**config.mk**
```make
export PLATFORM = sky130hd
export DESIGN_NAME = adc_link_reader
export DESIGN_NICKNAME = d
export VERILOG_FILES = /design/src/rtl/adc_link_pkg.sv /design/src/rtl/link_limit_counter.sv /design/src/rtl/link_bit_shifter.sv /design/src/rtl/adc_link_reader.sv
export SDC_FILE = /design/constraint.sdc
export NUM_CORES = 1
export LEC_CHECK = 0
export BUFFER_PORTS_ARGS = -buffer_cell sky130_fd_sc_hd__buf_2
export CORE_ASPECT_RATIO = 0.5
export CORE_UTILIZATION = 65
export CTS_CLUSTER_SIZE = 24
export DETAILED_ROUTE_END_ITERATION = 10
export PLACE_DENSITY = 0.9
export SYNTH_ARGS = -nofsm -noshare
export SYNTH_HDL_FRONTEND = slang
export SYNTH_SLANG_ARGS = --single-unit
export TNS_END_PERCENT = 50
```
**constraint.sdc**
```tcl
create_clock -name clk -period 5.85 [get_ports clk]
set_clock_uncertainty 0.2 [all_clocks]
set_input_delay 1.17 -clock clk [delete_from_list [all_inputs] [get_ports clk]]
set_output_delay 1.17 -clock clk [all_outputs]
set_load 0.02 [all_outputs]
```
**src/rtl/adc_link_pkg.sv**
```systemverilog
package adc_link_pkg;

  typedef enum logic [3:0] {
    ST_IDLE,
    ST_WAIT,
    ST_POLL,
    ST_SETUP,
    ST_LEAD,
    ST_LOW,
    ST_HIGH,
    ST_END,
    ST_TAIL
  } link_state_t;

  // clock level parked between transfers
  function automatic logic park_level(input logic poll_mode, input logic want_high);
    return poll_mode | want_high;
  endfunction

  // width of a counter that must reach lim-1
  function automatic int count_width(input int lim);
    return (lim > 2) ? $clog2(lim) : 1;
  endfunction

endpackage

```
**src/rtl/link_limit_counter.sv**
```systemverilog
module link_limit_counter #(
  parameter int LIMIT = 4
) (
  input  logic clk,
  input  logic rst_n,
  input  logic clear,
  input  logic en,
  output logic hit
);
  localparam int CW = adc_link_pkg::count_width(LIMIT);
  localparam logic [CW-1:0] LAST = CW'(LIMIT - 1);

  logic [CW-1:0] cnt_q;

  assign hit = en && (cnt_q == LAST);

  always_ff @(posedge clk or negedge rst_n) begin
    if (!rst_n)     cnt_q <= '0;
    else if (clear) cnt_q <= '0;
    else if (hit)   cnt_q <= '0;
    else if (en)    cnt_q <= cnt_q + 1'b1;
  end
endmodule

```
**src/rtl/link_bit_shifter.sv**
```systemverilog
module link_bit_shifter #(
  parameter int DATA_W = 16
) (
  input  logic              clk,
  input  logic              rst_n,
  input  logic              clear,
  input  logic              shift_en,
  input  logic              bit_in,
  output logic [DATA_W-1:0] word_next,
  output logic              last_bit
);
  localparam int NW = $clog2(DATA_W + 1);
  localparam logic [NW-1:0] FINAL = NW'(DATA_W - 1);

  logic [DATA_W-1:0] word_q;
  logic [NW-1:0]     got_q;

  assign word_next = {word_q[DATA_W-2:0], bit_in};
  assign last_bit  = (got_q == FINAL);

  always_ff @(posedge clk or negedge rst_n) begin
    if (!rst_n) begin
      word_q <= '0;
      got_q  <= '0;
    end else if (clear) begin
      word_q <= '0;
      got_q  <= '0;
    end else if (shift_en) begin
      word_q <= word_next;
      got_q  <= got_q + 1'b1;
    end
  end
endmodule

```
**src/rtl/adc_link_reader.sv**
```systemverilog
module adc_link_reader
  import adc_link_pkg::*;
#(
  parameter int DATA_W      = 16,
  parameter int HALF_DIV    = 625,
  parameter int WAIT_CYCLES = 5_250_000,
  parameter int POLL_LIMIT  = 10_000
) (
  input  logic              clk,
  input  logic              rst_n,
  input  logic              start,
  input  logic              status_mode,
  input  logic              idle_high,
  input  logic              restart_by_sck,
  input  logic              abort,
  input  logic              sdo,
  output logic              ready,
  output logic              cs_n,
  output logic              sck,
  output logic [DATA_W-1:0] result,
  output logic              result_valid,
  output logic              timeout_err
);

  link_state_t       state_q;
  logic              cs_q, sck_q, err_q, valid_q;
  logic [DATA_W-1:0] result_q;
  logic              cfg_idle_hi, cfg_by_sck;

  // named internal events
  logic tick, wait_done, poll_expired, poll_active, capture, last_capture;
  logic take_start, abort_now;
  logic [DATA_W-1:0] word_next;
  logic last_bit;

  assign ready       = (state_q == ST_IDLE);
  assign poll_active = (state_q == ST_POLL);
  assign take_start  = ready && start;
  assign abort_now   = !ready && abort;
  assign capture     = tick && !abort_now &&
                       ((state_q == ST_SETUP) || (state_q == ST_LOW));
  assign last_capture = capture && last_bit;

  link_limit_counter #(.LIMIT(HALF_DIV)) u_half (
    .clk(clk), .rst_n(rst_n),
    .clear(state_q == ST_IDLE || state_q == ST_WAIT),
    .en(1'b1), .hit(tick)
  );

  link_limit_counter #(.LIMIT(WAIT_CYCLES)) u_wait (
    .clk(clk), .rst_n(rst_n),
    .clear(state_q != ST_WAIT),
    .en(1'b1), .hit(wait_done)
  );

  link_limit_counter #(.LIMIT(POLL_LIMIT)) u_poll (
    .clk(clk), .rst_n(rst_n),
    .clear(state_q != ST_POLL),
    .en(tick && sdo), .hit(poll_expired)
  );

  link_bit_shifter #(.DATA_W(DATA_W)) u_shift (
    .clk(clk), .rst_n(rst_n),
    .clear(take_start), .shift_en(capture), .bit_in(sdo),
    .word_next(word_next), .last_bit(last_bit)
  );

  always_ff @(posedge clk or negedge rst_n) begin
    if (!rst_n) begin
      state_q     <= ST_IDLE;
      cs_q        <= 1'b1;
      sck_q       <= 1'b1;
      err_q       <= 1'b0;
      valid_q     <= 1'b0;
      result_q    <= '0;
      cfg_idle_hi <= 1'b1;
      cfg_by_sck  <= 1'b0;
    end else begin
      valid_q <= 1'b0;
      if (abort_now) begin
        cs_q    <= 1'b1;
        sck_q   <= cfg_idle_hi;
        state_q <= ST_IDLE;
      end else begin
        unique case (state_q)
          ST_IDLE: begin
            cs_q  <= 1'b1;
            sck_q <= park_level(status_mode, idle_high);
            if (start) begin
              cfg_idle_hi <= park_level(status_mode, idle_high);
              cfg_by_sck  <= restart_by_sck;
              err_q       <= 1'b0;
              if (status_mode) begin
                cs_q    <= 1'b0;
                sck_q   <= 1'b1;
                state_q <= ST_POLL;
              end else begin
                state_q <= ST_WAIT;
              end
            end
          end
          ST_WAIT: if (wait_done) begin
            cs_q    <= 1'b0;
            state_q <= ST_SETUP;
          end
          ST_POLL: if (tick) begin
            if (!sdo) begin
              sck_q   <= 1'b0;
              state_q <= ST_LOW;
            end else if (poll_expired) begin
              err_q   <= 1'b1;
              cs_q    <= 1'b1;
              state_q <= ST_IDLE;
            end
          end
          ST_SETUP: if (tick) begin
            if (cfg_idle_hi) begin
              sck_q   <= 1'b0;
              state_q <= ST_LOW;
            end else begin
              sck_q   <= 1'b1;
              state_q <= ST_LEAD;
            end
          end
          ST_LEAD: if (tick) begin
            sck_q   <= 1'b0;
            state_q <= ST_LOW;
          end
          ST_LOW: if (tick) begin
            sck_q <= 1'b1;
            if (last_capture) begin
              result_q <= word_next;
              valid_q  <= 1'b1;
              state_q  <= ST_END;
            end else begin
              state_q  <= ST_HIGH;
            end
          end
          ST_HIGH: if (tick) begin
            sck_q   <= 1'b0;
            state_q <= ST_LOW;
          end
          ST_END: if (tick) begin
            if (cfg_by_sck) sck_q <= 1'b0;
            else            cs_q  <= 1'b1;
            state_q <= ST_TAIL;
          end
          ST_TAIL: if (tick) begin
            sck_q   <= cfg_idle_hi;
            cs_q    <= 1'b1;
            state_q <= ST_IDLE;
          end
          default: state_q <= ST_IDLE;
        endcase
      end
    end
  end

  assign cs_n         = cs_q;
  assign sck          = sck_q;
  assign result       = result_q;
  assign result_valid = valid_q;
  assign timeout_err  = err_q;

endmodule

```
### Word-level counts from Yosys, hierarchy flattened

Index checks and enable logic that the tools add are counted.

* register bits after elaboration: 93
* output and inout bits: 21

* reduce and logical (&&, ||, !) cells: 24
* equality and inequality tests: 32
* muxes and demuxes: 55
* add/subtract/negate cells: 4
* bitwise operators: 2

Operators with widths (count)
* 23-bit 2-to-1 mux: 2
* 4-bit 2-to-1 mux: 11
* 14-bit 2-to-1 mux: 3
* 4-bit case mux with 8 select lines: 1
* 15-bit 2-to-1 mux: 2
* 1-bit 2-to-1 mux: 28
* 23-bit by 1-bit adder with 23-bit output, second input constant: 1
* 23-bit == test, second input constant: 1
* 10-bit 2-to-1 mux: 2
* 3-bit by 2-bit != test with 1-bit output, second input constant: 6
* 3-bit != test, second input constant: 6
* 9-bit AND reduction: 2
* 4-bit by 3-bit == test with 1-bit output, second input constant: 4
* 14-bit by 1-bit adder with 14-bit output, second input constant: 1
* 14-bit == test, second input constant: 1
* 10-bit by 1-bit adder with 10-bit output, second input constant: 1
* 10-bit == test, second input constant: 1
* 5-bit 2-to-1 mux: 2
* 4-bit by 2-bit == test with 1-bit output, second input constant: 2
* 2-bit != test, second input constant: 4
* 8-bit AND reduction: 1
* 8-bit nonzero test: 1
* 1-bit logical AND: 7
* 1-bit case mux with 7 select lines: 1
* other kinds (23): 26

### Depth between registers and ports, before layout

* word-level depth: 11
* depth in mapped cells: 10

### Hierarchy

A second synthesis with hierarchy kept.

* cell total of the unflattened synthesis: 555
* area total of the unflattened synthesis: 5233.8 sq um

Modules (own cells, without submodules)
* adc_link_reader: cells each 189, area an instance 1551.5 sq um, sequential area each 654.4 sq um, instances 1
* link_limit_counter at u_wait: cells each 156, area an instance 1450.1 sq um, sequential area each 575.6 sq um, instances 1
* link_bit_shifter: cells each 72, area an instance 874.6 sq um, sequential area each 500.5 sq um, instances 1
* link_limit_counter at u_poll: cells each 84, area an instance 775.7 sq um, sequential area each 350.3 sq um, instances 1
* link_limit_counter at u_half: cells each 54, area an instance 581.8 sq um, sequential area each 250.2 sq um, instances 1

### Worst setup path after synthesis

OpenSTA, ideal clock, no wires.

* path type: input port to flip-flop
* start: input port sdo
* end: register state_q[1]
* arrival: 2.911 ns
* slack: 2.611 ns
* data required time: 5.523 ns
* setup time: 0.127 ns
* stages on the path: 8
* path through: inv_1 -> or4_1 -> buf_2 -> or4_1 -> buf_2 -> nand4_1 -> and3_1 -> mux2_1

* word-level cells in the longest chain between the ends: 4
* elaborated cells between the ends (all ways): 8

Ends and longest elaborated chain
* from (decl): line adc_link_reader.sv:16 `input logic sdo,`
* 4-bit 2-to-1 mux or 1-bit logical AND (tied branches): line adc_link_reader.sv:107, adc_link_reader.sv:59
* 4-bit 2-to-1 mux or 1-bit logical AND (tied branches): line adc_link_reader.sv:106, link_limit_counter.sv:15
* 4-bit case mux with 8 select lines or 4-bit by 3-bit != test with 1-bit output (tied branches)
* 4-bit 2-to-1 mux or 9-bit AND reduction (tied branches)
* to (signal assigned): line adc_link_reader.sv:83 `state_q <= ST_IDLE;`
* to (signal assigned): line adc_link_reader.sv:104 `state_q <= ST_SETUP;`
* to (signal assigned): line adc_link_reader.sv:109 `state_q <= ST_LOW;`
* to (decl): line adc_link_reader.sv:25 `link_state_t state_q;`

Several ways; a longest one is shown, not always the timed one. The select of a mux whose other input is x is not followed.
A chain may end at the register's enable or synchronous reset.

### Final worst setup path

* start: register state_q[2]
* end: output port ready

* word-level cells in the longest chain between the ends: 1

Ends and longest elaborated chain
* from (signal assigned): line adc_link_reader.sv:70 `state_q <= ST_IDLE;`
* from (signal assigned): line adc_link_reader.sv:83
* from (signal assigned): line adc_link_reader.sv:96 `state_q <= ST_POLL;`
* 4-bit logical NOT: line adc_link_reader.sv:36 `assign ready = (state_q == ST_IDLE);`
* to (decl): line adc_link_reader.sv:17 `output logic ready,`

No other way between the ends.

==> impl_metrics.env <==
export IMPL_status="complete, no violations"
export IMPL_crit_start="state_q[2]"
export IMPL_hold_buffers=0
export IMPL_hold_depth=1
export IMPL_period_minus_slack_ps=3380
export IMPL_drv_cap=0
export IMPL_fmax_mhz=295
export IMPL_slowest_stage="dfrtp_1"
export IMPL_syn_cell_area_um2=4510
export IMPL_maxSlewHeadroom=0.197
export IMPL_rsz0062_at_grt="no"
export IMPL_crit_chain="nor3_1, nand2b_1, inv_1, buf_2"
export IMPL_cp_buffers_inverters=2
export IMPL_drt_first_pass_iters=5
export IMPL_cp_required_ps=4480
export IMPL_rr_startpoint="u_half.cnt_q[2]"
export IMPL_power_frac_seq=0.458
export IMPL_synthMostInstantiatedCell="dfrtp_1"
export IMPL_placed_cell_area_um2=4700
export IMPL_p_int_mw=1.10
export IMPL_area_growth_pct=10.7
export IMPL_seq_area_frac_synth=0.517
export IMPL_grt_util_all_layers=0.266
export IMPL_grt_start_max_net_pins=70
export IMPL_worstSkewPairLatency_ps=350
export IMPL_ff_latch_area_um2=2330
export IMPL_filler_cell_count=434
export IMPL_ff2ff_setup_slack_ps=2540
export IMPL_p_leak_nw=2.19
export IMPL_die_h_um=60.9
export IMPL_cp_end_kind="output port"
export IMPL_post_route_period_util=0.579
export IMPL_cp_num_cells=4
export IMPL_holdWs_ps=293
export IMPL_cts_made_buffers=9
export IMPL_crit_family="simple AND/OR/NAND/NOR gates"
export IMPL_synth_avg_cell_area_um2=9.61
export IMPL_drtIter0Drc=339
export IMPL_setup_violations=0
export IMPL_ys_ff_latch=93
export IMPL_hp_class="flip-flop to flip-flop"
export IMPL_ir_drop_mv=0.175
export IMPL_setup_tns_final_ps=0
export IMPL_tightestPinTransition_ps=1190
export IMPL_vias=3388
export IMPL_worstPathArrival_ps=2010
export IMPL_synth_edf_count=0
export IMPL_postLayoutCellArea_um2=4990
export IMPL_clkTransAtPathRegs_ps=70
export IMPL_yosys_area_top_type="dfrtp_1"
export IMPL_synth_area_leaders="dfrtp_1 (50%), nor2_1 (5.8%), nand2_1 (5.5%)"
export IMPL_drive_gt1_frac=0.145
export IMPL_multiInputGateArea_um2=2040
export IMPL_die_area_um2=7290
export IMPL_synthFlopType="dfrtp_1"
export IMPL_switching_share=0.333
export IMPL_routedWlPerCell_um=14.9
export IMPL_p_per_area_nw_per_um2=332
export IMPL_overflow=0
export IMPL_clk_path_buf_depth=2
export IMPL_critPathKind="flip-flop to output port"
export IMPL_dp_hpwl_um=5690
export IMPL_crit_end="ready"
export IMPL_synth_top_cell_area_share=0.500
export IMPL_reg2reg_depth=6
export IMPL_root_buffer="clkbuf_16"
export IMPL_p_comb_frac=0.207
export IMPL_place_gp_congestion=0.963
export IMPL_drt_total_wl_um=8730
export IMPL_setup_slack_ps=2470
export IMPL_cts_setup_buffers=0
export IMPL_coreArea_um2=6700
export IMPL_hold_violations=0
export IMPL_async_reset_ff_frac=1.00
export IMPL_p_sw_mw=0.551
export IMPL_syn_nets=483
export IMPL_slowest_delay_ps=570
export IMPL_drc=0
export IMPL_grt_pass1_wl_um=14600
export IMPL_cts_resized=0
export IMPL_syn_instance_count=469
export IMPL_p_total_mw=1.65
export IMPL_r2r_end="state_q[0]"
export IMPL_cts_sinks=93
export IMPL_antenna_found_initial=0
export IMPL_viasPerCell=5.76
export IMPL_ios=29
export IMPL_p_clk_frac=0.335
export IMPL_crit_fanout=16
export IMPL_postRouteAntennaNets=0
export IMPL_cts_tree="done"
export IMPL_yosys_warnings=0
export IMPL_netlist_top_cells_count="dfrtp_1 (90), nor2_1 (70), nand2_1 (66), xnor2_1 (24), nand3_1 (23)"
export IMPL_synth_distinct_cells=47
export IMPL_grt_pass1_vias=3166
export IMPL_ctsHtreeMaxLevel=3
export IMPL_post_place_ws_ps=2270
export IMPL_start_util=0.673
export IMPL_chipWidth_um=120
export IMPL_diodes=0
export IMPL_slew_violations=0
export IMPL_row_count=21
export IMPL_fin_nets=505
export IMPL_startpoint_type="flip-flop"
export IMPL_portBuffers=28
==> cell type report <==
cell class                      count  area share
Inverter                           15      0.0113
Clock buffer                        9      0.0452
Timing Repair Buffer               31      0.0331
Tap cell                           92      0.0231
Clock inverter                      7      0.0115
Sequential cell                    93       0.467
Multi-Input combinational cell    341       0.408
==> worst register-to-register path: stages (launching register included) <==
cell     delay (ps)
dfrtp_1         440
or4b_4          580
or3_1           480
nor4_4          980
o21ai_0         240
a21oi_1         180
mux2_2          160
==> state kept, by name, indices dropped and copies added, names as in the netlist <==
register / cells
state_q: 4
cfg_by_sck: 1
sck: 1
u_wait.cnt_q: 23
u_poll.cnt_q: 14
result_valid: 1
u_half.cnt_q: 10
cfg_idle_hi: 1
timeout_err: 1
u_shift.got_q: 5
cs_n: 1
result: 16
u_shift.word_q: 15
==> layout by cell type, fill, tap and decap left out, types with 2 or more instances in the layout <==
cell / n
o31ai_1: 2
clkinv_2: 2
buf_2: 27
and2_1: 3
a21o_1: 2
and3_1: 7
nor3_1: 10
nand2b_1: 6
clkbuf_16: 9
nand3_1: 23
ha_1: 6
dfstp_2: 3
nor2b_1: 3
mux2_2: 18
nor4_4: 2
xnor2_1: 24
xor2_1: 19
nor4b_1: 2
nand2_1: 66
and4_1: 2
nor2_1: 70
buf_4: 4
a21oi_1: 13
a211oi_1: 3
inv_8: 2
nand4_1: 10
a211o_1: 2
inv_1: 15
or3_1: 3
nor4_1: 4
o21ai_0: 22
or4_1: 3
dfrtp_1: 90
==> worst min path at each step <==
stage | startpoint | to | slack [ps]
6_report | u_wait.cnt_q[0] | u_wait.cnt_q[0] | 290
3_5_place_dp | u_wait.cnt_q[0] | u_wait.cnt_q[0] | 280
5_1_grt | u_wait.cnt_q[0] | u_wait.cnt_q[0] | 330
2_1_floorplan | u_wait.cnt_q[0] | u_wait.cnt_q[0] | 250
4_1_cts | u_wait.cnt_q[0] | u_wait.cnt_q[0] | 290
3_3_place_gp | u_wait.cnt_q[0] | u_wait.cnt_q[0] | 270
==> per-layer routing <==
metal | track usage | part of all wire | up-vias
met5 | 0 | 0 | -
met4 | 0.123 | 0.022 | 0
met3 | 0.0742 | 0.048 | 21
met2 | 0.454 | 0.49 | 100
met1 | 0.326 | 0.44 | 1642
li1 | - | - | 1625
==> power groups by stage <==
stage	Clock, mW	Sequential (mW)	Combinational (mW)
after global placement	0	0.765	0.331
after global routing	0.582	0.768	0.390
after floorplan	0	0.731	0.284
final	0.554	0.758	0.342
after CTS	0.562	0.756	0.343
after detailed placement	0	0.767	0.338
==> metrics by stage <==
step,std cells,utilization
after floorplan,469,-
after global placement,572,0.702
after detailed placement,572,0.702
after CTS,588,0.744
after global routing,588,0.744
final,588,0.744
==> cells by family (layout without fill, tap and decap cells) <==
group,after synthesis,in the layout,share of synthesized area
buffers and inverters,35,62,0.0308
adders and majority gates,6,6,0.0167
DFF,93,93,0.517
and+or+nand+nor,218,218,0.231
AOI/OAI and AO/OA,54,54,0.0714
xor gates and xnor gates,43,43,0.0836
muxes,20,20,0.0497
Power figures use the tool's default switching activity.
